===== src/rtl/spi_slv_pkg.sv =====
package spi_slv_pkg;
  // Per-cycle events derived from the synchronised serial pins
  typedef struct packed {
    logic act;    // slave select asserted
    logic start;  // slave select just asserted
    logic smp;    // sample edge of SCK while selected
    logic drv;    // drive edge of SCK while selected
  } pin_evt_t;
endpackage


===== src/rtl/spi_sync.sv =====
module spi_sync #(
  parameter int N = 3,
  parameter int STAGES = 2,
  parameter logic [N-1:0] RST_VAL = '0
) (
  input  logic         clk,
  input  logic         rst_n,
  input  logic [N-1:0] d,
  output logic [N-1:0] q
);
  genvar g;
  generate
    for (g = 0; g < N; g++) begin : g_bit
      logic [STAGES-1:0] chain_q;
      always_ff @(posedge clk or negedge rst_n) begin
        if (!rst_n) chain_q <= {STAGES{RST_VAL[g]}};
        else        chain_q <= {chain_q[STAGES-2:0], d[g]};
      end
      assign q[g] = chain_q[STAGES-1];
    end
  endgenerate
endmodule


===== src/rtl/spi_edge.sv =====
module spi_edge
  import spi_slv_pkg::*;
(
  input  logic     clk,
  input  logic     rst_n,
  input  logic     sck_s,
  input  logic     ss_n_s,
  input  logic     cpol,
  output pin_evt_t evt
);
  logic sck_d_q, act_d_q;
  logic rise, fall, act;

  assign act  = ~ss_n_s;
  assign rise = sck_s & ~sck_d_q;
  assign fall = ~sck_s & sck_d_q;

  always_comb begin
    evt.act   = act;
    evt.start = act & ~act_d_q;
    evt.smp   = act & (cpol ? rise : fall);
    evt.drv   = act & (cpol ? fall : rise);
  end

  always_ff @(posedge clk or negedge rst_n) begin
    if (!rst_n) begin
      sck_d_q <= 1'b0;
      act_d_q <= 1'b0;
    end else begin
      sck_d_q <= sck_s;
      act_d_q <= act;
    end
  end
endmodule


===== src/rtl/spi_shift.sv =====
module spi_shift
  import spi_slv_pkg::*;
#(
  parameter int DW = 8,
  localparam int CW = $clog2(DW)
) (
  input  logic          clk,
  input  logic          rst_n,
  input  pin_evt_t      evt,
  input  logic          si_s,
  input  logic [DW-1:0] tx_word,
  output logic          so_bit,
  output logic          byte_done,
  output logic          byte_start,
  output logic [DW-1:0] rx_word,
  output logic [CW-1:0] bit_cnt
);
  localparam logic [CW-1:0] LAST = CW'(DW - 1);

  logic [CW-1:0] cnt_q, cnt_n;
  logic [DW-1:0] rsh_q, rsh_n, tsh_q, tsh_n;
  logic          pend_q, pend_n;
  logic          shift_en, reload_en;

  assign reload_en  = evt.drv & pend_q & (cnt_q == '0);
  assign shift_en   = evt.drv & pend_q & (cnt_q != '0);
  assign byte_start = evt.start | reload_en;
  assign byte_done  = evt.smp & (cnt_q == LAST);
  assign rx_word    = {rsh_q[DW-2:0], si_s};
  assign so_bit     = evt.act & tsh_q[DW-1];
  assign bit_cnt    = cnt_q;

  always_comb begin
    cnt_n  = cnt_q;
    rsh_n  = rsh_q;
    tsh_n  = tsh_q;
    pend_n = pend_q;
    if (!evt.act) begin
      cnt_n  = '0;
      pend_n = 1'b0;
    end else begin
      if (evt.smp) begin
        rsh_n  = {rsh_q[DW-2:0], si_s};
        cnt_n  = (cnt_q == LAST) ? '0 : cnt_q + 1'b1;
        pend_n = 1'b1;
      end
      if (evt.drv) pend_n = 1'b0;
      if (byte_start)    tsh_n = tx_word;
      else if (shift_en) tsh_n = {tsh_q[DW-2:0], 1'b0};
    end
  end

  always_ff @(posedge clk or negedge rst_n) begin
    if (!rst_n) begin
      cnt_q  <= '0;
      rsh_q  <= '0;
      tsh_q  <= '0;
      pend_q <= 1'b0;
    end else begin
      cnt_q  <= cnt_n;
      rsh_q  <= rsh_n;
      tsh_q  <= tsh_n;
      pend_q <= pend_n;
    end
  end
endmodule


===== src/rtl/spi_flags.sv =====
module spi_flags #(
  parameter int DW = 8
) (
  input  logic          clk,
  input  logic          rst_n,
  input  logic          byte_done,
  input  logic [DW-1:0] rx_word,
  input  logic          byte_start,
  input  logic          rd_en,
  input  logic          tx_wr,
  input  logic [DW-1:0] tx_din,
  input  logic          flag_clr,
  output logic [DW-1:0] rx_q,
  output logic          rx_full,
  output logic [DW-1:0] tx_word,
  output logic          tx_empty,
  output logic          ovr,
  output logic          udr
);
  logic [DW-1:0] rx_r, rx_n, tx_r, tx_n;
  logic          full_q, full_n, txv_q, txv_n;
  logic          ovr_q, ovr_n, udr_q, udr_n;

  always_comb begin
    rx_n   = rx_r;
    full_n = full_q;
    ovr_n  = flag_clr ? 1'b0 : ovr_q;
    if (rd_en) full_n = 1'b0;
    if (byte_done) begin
      rx_n   = rx_word;
      full_n = 1'b1;
      if (full_q && !rd_en) ovr_n = 1'b1;
    end
  end

  always_comb begin
    tx_n  = tx_r;
    txv_n = txv_q;
    udr_n = flag_clr ? 1'b0 : udr_q;
    if (byte_start) begin
      txv_n = 1'b0;
      if (!txv_q) udr_n = 1'b1;
    end
    if (tx_wr) begin
      tx_n  = tx_din;
      txv_n = 1'b1;
    end
  end

  always_ff @(posedge clk or negedge rst_n) begin
    if (!rst_n) begin
      rx_r   <= '0;
      full_q <= 1'b0;
      ovr_q  <= 1'b0;
      tx_r   <= '0;
      txv_q  <= 1'b0;
      udr_q  <= 1'b0;
    end else begin
      rx_r   <= rx_n;
      full_q <= full_n;
      ovr_q  <= ovr_n;
      tx_r   <= tx_n;
      txv_q  <= txv_n;
      udr_q  <= udr_n;
    end
  end

  assign rx_q     = rx_r;
  assign rx_full  = full_q;
  assign tx_word  = tx_r;
  assign tx_empty = ~txv_q;
  assign ovr      = ovr_q;
  assign udr      = udr_q;
endmodule


===== src/rtl/spi_byte_slave.sv =====
module spi_byte_slave
  import spi_slv_pkg::*;
#(
  parameter int DW = 8,
  parameter int SYNC_STAGES = 2
) (
  input  logic          clk,
  input  logic          rst_n,
  input  logic          cpol_strap,
  input  logic          sck,
  input  logic          ss_n,
  input  logic          si,
  output logic          so,
  input  logic          rd_en,
  output logic [DW-1:0] rx_data,
  input  logic          tx_wr,
  input  logic [DW-1:0] tx_data,
  input  logic          flag_clr,
  output logic          mode_cpol,
  output logic          rx_full,
  output logic          tx_empty,
  output logic          overrun,
  output logic          underrun,
  output logic          irq
);
  localparam int CW = $clog2(DW);

  logic [2:0]    pins_s;
  pin_evt_t      evt;
  logic          byte_done, byte_start;
  logic [DW-1:0] rx_word, tx_word;
  logic [CW-1:0] bit_cnt;
  logic          cpol_q, cpol_n, strap_done_q, strap_done_n;

  // bit 0 sck, bit 1 ss_n, bit 2 si
  spi_sync #(.N(3), .STAGES(SYNC_STAGES), .RST_VAL(3'b010)) u_sync (
    .clk(clk), .rst_n(rst_n), .d({si, ss_n, sck}), .q(pins_s)
  );

  always_comb begin
    cpol_n       = cpol_q;
    strap_done_n = 1'b1;
    if (!strap_done_q) cpol_n = cpol_strap;
  end

  always_ff @(posedge clk or negedge rst_n) begin
    if (!rst_n) begin
      cpol_q       <= 1'b0;
      strap_done_q <= 1'b0;
    end else begin
      cpol_q       <= cpol_n;
      strap_done_q <= strap_done_n;
    end
  end

  spi_edge u_edge (
    .clk(clk), .rst_n(rst_n), .sck_s(pins_s[0]), .ss_n_s(pins_s[1]),
    .cpol(cpol_q), .evt(evt)
  );

  spi_shift #(.DW(DW)) u_shift (
    .clk(clk), .rst_n(rst_n), .evt(evt), .si_s(pins_s[2]),
    .tx_word(tx_word), .so_bit(so), .byte_done(byte_done),
    .byte_start(byte_start), .rx_word(rx_word), .bit_cnt(bit_cnt)
  );

  spi_flags #(.DW(DW)) u_flags (
    .clk(clk), .rst_n(rst_n), .byte_done(byte_done), .rx_word(rx_word),
    .byte_start(byte_start), .rd_en(rd_en), .tx_wr(tx_wr), .tx_din(tx_data),
    .flag_clr(flag_clr), .rx_q(rx_data), .rx_full(rx_full), .tx_word(tx_word),
    .tx_empty(tx_empty), .ovr(overrun), .udr(underrun)
  );

  assign mode_cpol = cpol_q;
  assign irq       = rx_full | tx_empty | overrun | underrun;
endmodule


===== config.mk =====
export PLATFORM = sky130hd
export DESIGN_NAME = spi_byte_slave
export DESIGN_NICKNAME = d
export VERILOG_FILES = /design/src/rtl/spi_slv_pkg.sv /design/src/rtl/spi_sync.sv /design/src/rtl/spi_edge.sv /design/src/rtl/spi_shift.sv /design/src/rtl/spi_flags.sv /design/src/rtl/spi_byte_slave.sv
export SDC_FILE = /design/constraint.sdc
export NUM_CORES = 1
export LEC_CHECK = 0
export BUFFER_PORTS_ARGS = -buffer_cell sky130_fd_sc_hd__buf_2
export CELL_PAD_IN_SITES_DETAIL_PLACEMENT = 1
export CELL_PAD_IN_SITES_GLOBAL_PLACEMENT = 2
export CORE_MARGIN = 2
export CORE_UTILIZATION = 44
export CTS_BUF_LIST = sky130_fd_sc_hd__clkbuf_8
export DETAILED_ROUTE_END_ITERATION = 6
export PLACE_DENSITY = 0.95
export SLEW_MARGIN = 25
export SYNTH_ARGS = -nofsm -noshare
export SYNTH_HDL_FRONTEND = slang
export SYNTH_SLANG_ARGS = --single-unit
export TNS_END_PERCENT = 5

===== constraint.sdc =====
create_clock -name clk -period 2.7 [get_ports clk]
set_input_delay 0.405 -clock clk [delete_from_list [all_inputs] [get_ports clk]]
set_output_delay 0.405 -clock clk [all_outputs]
set_load 0.05 [all_outputs]

==> results of run 1 <==
worst max-delay path by stage:
stage / start / to / slack [ns] / cells past startpoint
after global placement: mode_cpol$_DFFE_PN0N_ / u_flags.txv_q$_DFFE_PN0P_ / 1.08 / 4
after global routing: u_flags.txv_q$_DFFE_PN0P_ / irq / 0.76 / 3
after floorplan: mode_cpol$_DFFE_PN0N_ / u_shift.rsh_q[0]$_DFFE_PN0P_ / 0.83 / 4
after detailed placement: u_sync.g_bit[0].chain_q[1]$_DFF_PN0_ / u_shift.rsh_q[4]$_DFFE_PN0P_ / 1.02 / 4
after CTS: u_flags.txv_q$_DFFE_PN0P_ / irq / 0.80 / 3
final: u_flags.txv_q$_DFFE_PN0P_ / irq / 0.81 / 3
power by group through the flow:
stage | sequential, uW | clock, uW | combinational (uW)
floorplan | 898 | 0 | 189
global placement | 907 | 0 | 234
detailed placement | 919 | 0 | 256
CTS | 906 | 420 | 256
global route | 920 | 445 | 274
finish | 905 | 402 | 251
stage by stage:
| step | area, um^2 | hold WS [ns] | total power (uW) | setup WS, ns | cells |
|---|---|---|---|---|---|
| 3_3_place_gp | 2230 | 0.333 | 1140 | 1.08 | 218 |
| 2_1_floorplan | 2040 | 0.109 | 1090 | 0.832 | 139 |
| 4_1_cts | 2320 | 0.191 | 1580 | 0.803 | 226 |
| 3_5_place_dp | 2230 | 0.336 | 1180 | 1.02 | 218 |
| 6_report | 2320 | 0.122 | 1560 | 0.808 | 226 |
| 5_1_grt | 2320 | 0.166 | 1640 | 0.762 | 226 |
routing by layer:
metal / vias to the layer above / global-route usage (%)
met3: 7 / 4.86
met4: 0 / 4.40
met1: 596 / 20.2
met5: - / 0
met2: 31 / 27.6
li1: 540 / -
cells by family (layout without fill, tap and decap cells):
group | Yosys count | in the layout | share of synthesized area [%]
DFF | 49 | 49 | 60.2
adders and majority gates | 3 | 3 | 1.84
buffers and inverters | 12 | 47 | 2.82
muxes | 35 | 35 | 22.0
and+or+nand+nor | 25 | 25 | 7.72
other | 1 | 1 | 0.184
AOI/OAI and AO/OA | 14 | 14 | 5.27
registers in the layout, indices dropped and copies added, names as in the netlist:
signal / cells
u_shift.tsh_q: 8
u_flags.ovr: 1
u_shift.bit_cnt: 3
u_shift.pend_q: 1
u_sync.g_bit.chain_q: 6
mode_cpol: 1
u_flags.rx_q: 8
u_flags.udr: 1
u_flags.tx_word: 8
strap_done_q: 1
u_flags.rx_full: 1
u_edge.act_d_q: 1
u_edge.sck_d_q: 1
u_flags.txv_q: 1
u_shift.rsh_q: 7
final cells by class:
cell class              count  area (um^2)
clock buffers               5         68.8
clock inverters             3         13.8
fillers                   460         2090
inverters                   8         30.0
multi-input cells          78          756
flip-flops and latches     49         1230
well taps                  52         65.1
repair buffers             31          158
critical path, stage by stage, from the launching register on:
cell and delay [ns]:
dfrtp_1 0.38, inv_1 0.06, or4_1 0.52, buf_2 0.23
cell usage in the layout (no fill, tap or decap), types with 2 or more instances in the layout:
cell type | Yosys | layout
mux2_4 | 15 | 15
nand2_1 | 2 | 2
mux2_2 | 9 | 9
nor2_1 | 12 | 12
clkbuf_8 | 0 | 5
inv_1 | 8 | 9
nand2b_4 | 2 | 2
clkinv_2 | 0 | 2
nor2b_1 | 2 | 2
dfstp_2 | 2 | 2
o22ai_1 | 2 | 2
mux2i_1 | 10 | 10
ha_1 | 3 | 3
buf_2 | 1 | 30
a21oi_1 | 7 | 7
dfrtp_1 | 47 | 47
==> flow_summary.toml, run 1 <==
[synthesis]
yosysSeqAreaShare_pct = 60.2
synth_top_cell_by_area = "dfrtp_1"
synthCells = 139
synth_area_leaders = "dfrtp_1 (58%), mux2_4 (11%), mux2_2 (5.0%)"
yosysWarnings = 0
synth_edf_count = 0
synth.most_common_cell = "dfrtp_1"
synth_area_per_cell_um2 = 14.7
synth_top_cells_by_count = "dfrtp_1 (47), mux2_4 (15), nor2_1 (12)"
netlist_area_mm2 = 0.00204
async_reset_ff_share_pct = 100
ys_ff_latch = 49
syn-num-nets = 159
ys_types = 31
synth_top_area_share_pct = 57.6
ys.flop_type = "dfrtp_1"

[layout]
syn_to_final_growth_pct = 13.6
final_nets = 193
final_util_pct = 52.6
antenna_cells = 0
final_layout_size_suffix_gt1_share_pct = 40.8

[pwr]
seq_power_share_pct = 58.1
combPwrFrac_pct = 16.1
p_per_area_mw_per_mm2 = 671
p_sw_uw = 421
power.share.switching_pct = 27.1
p_int_uw = 1140
p_leak_uw = 0.00119
ir_worst_vdd_uv = 366
clkPwrFrac_pct = 25.8

[drt]
drt-met1-wl_um = 1550
ant_nets = 0
drt_first_pass_iters = 4
met3_length_um = 164
wl_um = 3750
viasPerCell = 5.19
drc = 0
drt_iter0_drc = 40
wl_met2_um = 1990
highest_layer = "met4"
vias = 1174
wl_per_cell_um = 16.6

[timing]
setup_viol = 0
slew_violations = 0
worst_pin_slew_ns = 0.608
min_period_over_period_pct = 70.1
slew_headroom_pct = 59.5
finalSetupTns_ns = 0
hold_violations = 0
period_needed_ns = 1.89
clock_skew_ns = 0.00732
rsz0062_at_grt = "no"
fmax_mhz = 529

[run_status]
status = "completed"

[critical_path]
rrSetupSlack_ns = 1.03
timing.rr.start = "u_sync.g_bit[0].chain_q[1]$_DFF_PN0_"
startpoint_type = "flip-flop"
worstReg2RegEnd = "u_shift.rsh_q[4]$_DFFE_PN0P_"
worstRegToRegCells = 4
crit_required_ns = 2.30
end_kind = "primary output"
critPathKind = "reg -> out"
path_max_fanout = 3
crit_arrival_ns = 1.49

[flow_run]
cap_violations = 0

[clocking]
htreeDepth = 2
clk_latency_ns = 0.30
holdBufCountCts = 0
cts_tree = "yes"
clock_sinks = 49
clk_pin_slew_worst_paths_ns = 0.08
numCtsBuffers = 5
post_cts_buffers = 0
root_buffer = "clkbuf_8"
cts_buffer_depth = 2
cts_resized = 0

[global_routing]
antenna_found_initial = 0
grt_pass1_vias = 1308
grt_overflow = 0
grt_pass1_wl_um = 6350
grt.total_usage_pct = 16.3
grt_start_max_net_pins = 50

[die]
core_region_area_mm2 = 0.00441
num_rows = 24
ios = 32
die_h_um = 72.1
start_util_pct = 46.3
fp.dieW_um = 72.1
dieArea_mm2 = 0.00520

[placement]
port_buffers = 31
place_congestion = 0.704
dp_hpwl_um = 2750

[worst_hold_path]
hold_path.class = "in -> async"
(Power assumes the default switching activity.)
==> run 2, diff against run 1 <==
--- a/config.mk
+++ b/config.mk
@@ -9,10 +9,10 @@
 export CELL_PAD_IN_SITES_DETAIL_PLACEMENT = 1
 export CELL_PAD_IN_SITES_GLOBAL_PLACEMENT = 2
 export CORE_MARGIN = 2
-export CORE_UTILIZATION = 44
+export CORE_UTILIZATION = 41
 export CTS_BUF_LIST = sky130_fd_sc_hd__clkbuf_8
 export DETAILED_ROUTE_END_ITERATION = 6
-export PLACE_DENSITY = 0.95
+export PLACE_DENSITY = 0.9
 export SLEW_MARGIN = 25
 export SYNTH_ARGS = -nofsm -noshare
 export SYNTH_HDL_FRONTEND = slang
==> constraint.sdc (replaced) <==
create_clock -name clk -period 1.9 [get_ports clk]
set_input_delay 0.285 -clock clk [delete_from_list [all_inputs] [get_ports clk]]
set_output_delay 0.285 -clock clk [all_outputs]
set_load 0.05 [all_outputs]
==> run 2 against run 1 <==
Compared with the run above: clock skew increased by 0.00051 ns; worst hold slack got worse by 0.044 ns; register-to-register slack worse by 0.78 ns; largest power group unchanged.
==> flow_summary.toml, run 2 (synthesis gave the netlist of run 1 again) <==
[critical_path]
crit_path_start = "u_flags.txv_q$_DFFE_PN0P_"
worstReg2RegEnd = "u_shift.rsh_q[4]$_DFFE_PN0P_"
timing.rr.start = "u_sync.g_bit[0].chain_q[1]$_DFF_PN0_"
startpoint_type = "flip-flop"
worstRegToRegCells = 4
end_kind = "primary output"
worstSetupEndpoint = "irq"
critPathKind = "reg -> out"
path_max_fanout = 3
crit_arrival_ns = 1.48
rrSetupSlack_ns = 0.25
crit_required_ns = 1.62

[pwr]
clkPwrFrac_pct = 31.8
p_per_area_mw_per_mm2 = 998
p_leak_uw = 0.00121
p_sw_uw = 609
power.share.switching_pct = 25.3
combPwrFrac_pct = 14.8
p_int_uw = 1800
seq_power_share_pct = 53.4
ir_worst_vdd_uv = 564

[layout]
multiInputGateArea_um2 = 756
final_layout_size_suffix_gt1_share_pct = 41.8
layout_commonest_cell = "dfrtp_1"
final_nets = 196
antenna_cells = 0
design_area_mm2 = 0.00241
syn_to_final_growth_pct = 18.1
n_fill_cell = 515
final_cell_mix = "dfrtp_1 (47), buf_2 (31), mux2_4 (15)"
seq_area_mm2 = 0.00123

[drt]
viasPerCell = 4.88
wl_per_cell_um = 15.4
wl_um = 3750
drc = 0
drt_iter0_drc = 22
drt_first_pass_iters = 4
ant_nets = 0
vias = 1190

[global_routing]
grt.total_usage_pct = 15.8
grt_pass1_vias = 1321
grt_start_max_net_pins = 29
grt_overflow = 0
antenna_found_initial = 0
grt_pass1_wl_um = 6320

[placement]
port_buffers = 31
placed_area_mm2 = 0.00228
place_congestion = 0.685
dp_hpwl_um = 2800

[clocking]
htreeDepth = 2
cts_buffer_depth = 2
clk_latency_ns = 0.30
numCtsBuffers = 5
post_cts_buffers = 0
clock_sinks = 49
cts_resized = 0
clk_pin_slew_worst_paths_ns = 0.09
root_buffer = "clkbuf_8"
cts_tree = "yes"

[timing]
min_period_over_period_pct = 93.1
setup_viol = 0
clock_skew_ns = 0.00783
finalSetupTns_ns = 0
worst_pin_slew_ns = 0.524
slew_headroom_pct = 65.0
fmax_mhz = 565
slew_violations = 0
hold_violations = 0
rsz0062_at_grt = "no"
period_needed_ns = 1.77

[run_status]
status = "completed"

[die]
fp.dieW_um = 74.6
num_rows = 25
dieArea_mm2 = 0.00556
die_h_um = 74.6
start_util_pct = 42.9
core_region_area_mm2 = 0.00475
ios = 32

[worst_hold_path]
hold_path.class = "in -> reg"

[flow_run]
cap_violations = 0
[run 2: changes by cell type in the layout (fill, tap and decap cells not counted), sizes merged]
cell / before / now
inv: 9 / 8
buf: 31 / 33
clkinv: 2 / 0
clkbuf: 5 / 6
clkinvlp: 0 / 1
dlygate4sd3: 0 / 1
bufinv: 0 / 1
[run 2: worst min path at each step]
| stage | cells after the start | endpoint | slack (ns) | from |
|---|---|---|---|---|
| floorplan | 0 | mode_cpol$_DFFE_PN0N_ | -0.01 | rst_n |
| global placement | 1 | u_flags.rx_q[7]$_DFFE_PN0P_ | 0.27 | rst_n |
| detailed placement | 1 | u_flags.rx_q[7]$_DFFE_PN0P_ | 0.29 | rst_n |
| CTS | 1 | u_sync.g_bit[1].chain_q[0]$_DFF_PN1_ | 0.07 | ss_n |
| global route | 1 | u_sync.g_bit[1].chain_q[0]$_DFF_PN1_ | 0.06 | ss_n |
| finish | 1 | u_sync.g_bit[1].chain_q[0]$_DFF_PN1_ | 0.08 | ss_n |
[run 2: critical path, cell delays in order (launching register included)]
cell,delay (ns)
dfrtp_1,0.39
inv_1,0.07
or4_1,0.50
buf_2,0.22
[run 2: per-stage QoR]
stage,worst slack (ns),cells,total power [uW],hold WS [ns],util (%)
floorplan,0.0323,139,1540,-0.0106,-
detailed placement,0.249,235,1670,0.294,48.0
CTS,0.116,244,2440,0.0669,50.7
global placement,0.334,235,1630,0.274,48.0
global route,0.0954,244,2540,0.0593,50.7
finish,0.130,244,2410,0.0773,50.7
[run 2: layout make-up]
cell class                      instances  area share [%]
Tap cell                               67            3.48
Clock buffer                            6            3.43
Clock inverter                          2            1.56
Sequential cell                        49            51.0
Inverter                                8            1.25
Timing Repair Buffer                   34            7.99
Multi-Input combinational cell         78            31.3
[run 2: power groups by stage]
stage / registers [uW] / logic (uW) / clock network, uW
after floorplan: 1280 / 268 / 0
after global placement: 1290 / 339 / 0
after detailed placement: 1310 / 362 / 0
after CTS: 1290 / 365 / 789
after global routing: 1300 / 394 / 843
final: 1290 / 357 / 765
[run 2: repair_timing]
item / CTS / global route
endpoints found under the setup margin: 0 / 0
hold endpoints to repair: 19 / 0
hold buffers: 1 / 0
[run 2: metal layers]
metal | GRT usage (%) | vias up | share of wire [%]
met3 | 4.61 | 6 | 5.0
met2 | 27.0 | 32 | 51
met1 | 18.8 | 607 | 42
met4 | 6.55 | 0 | 1.8
met5 | 0 | - | 0
li1 | - | 545 | -
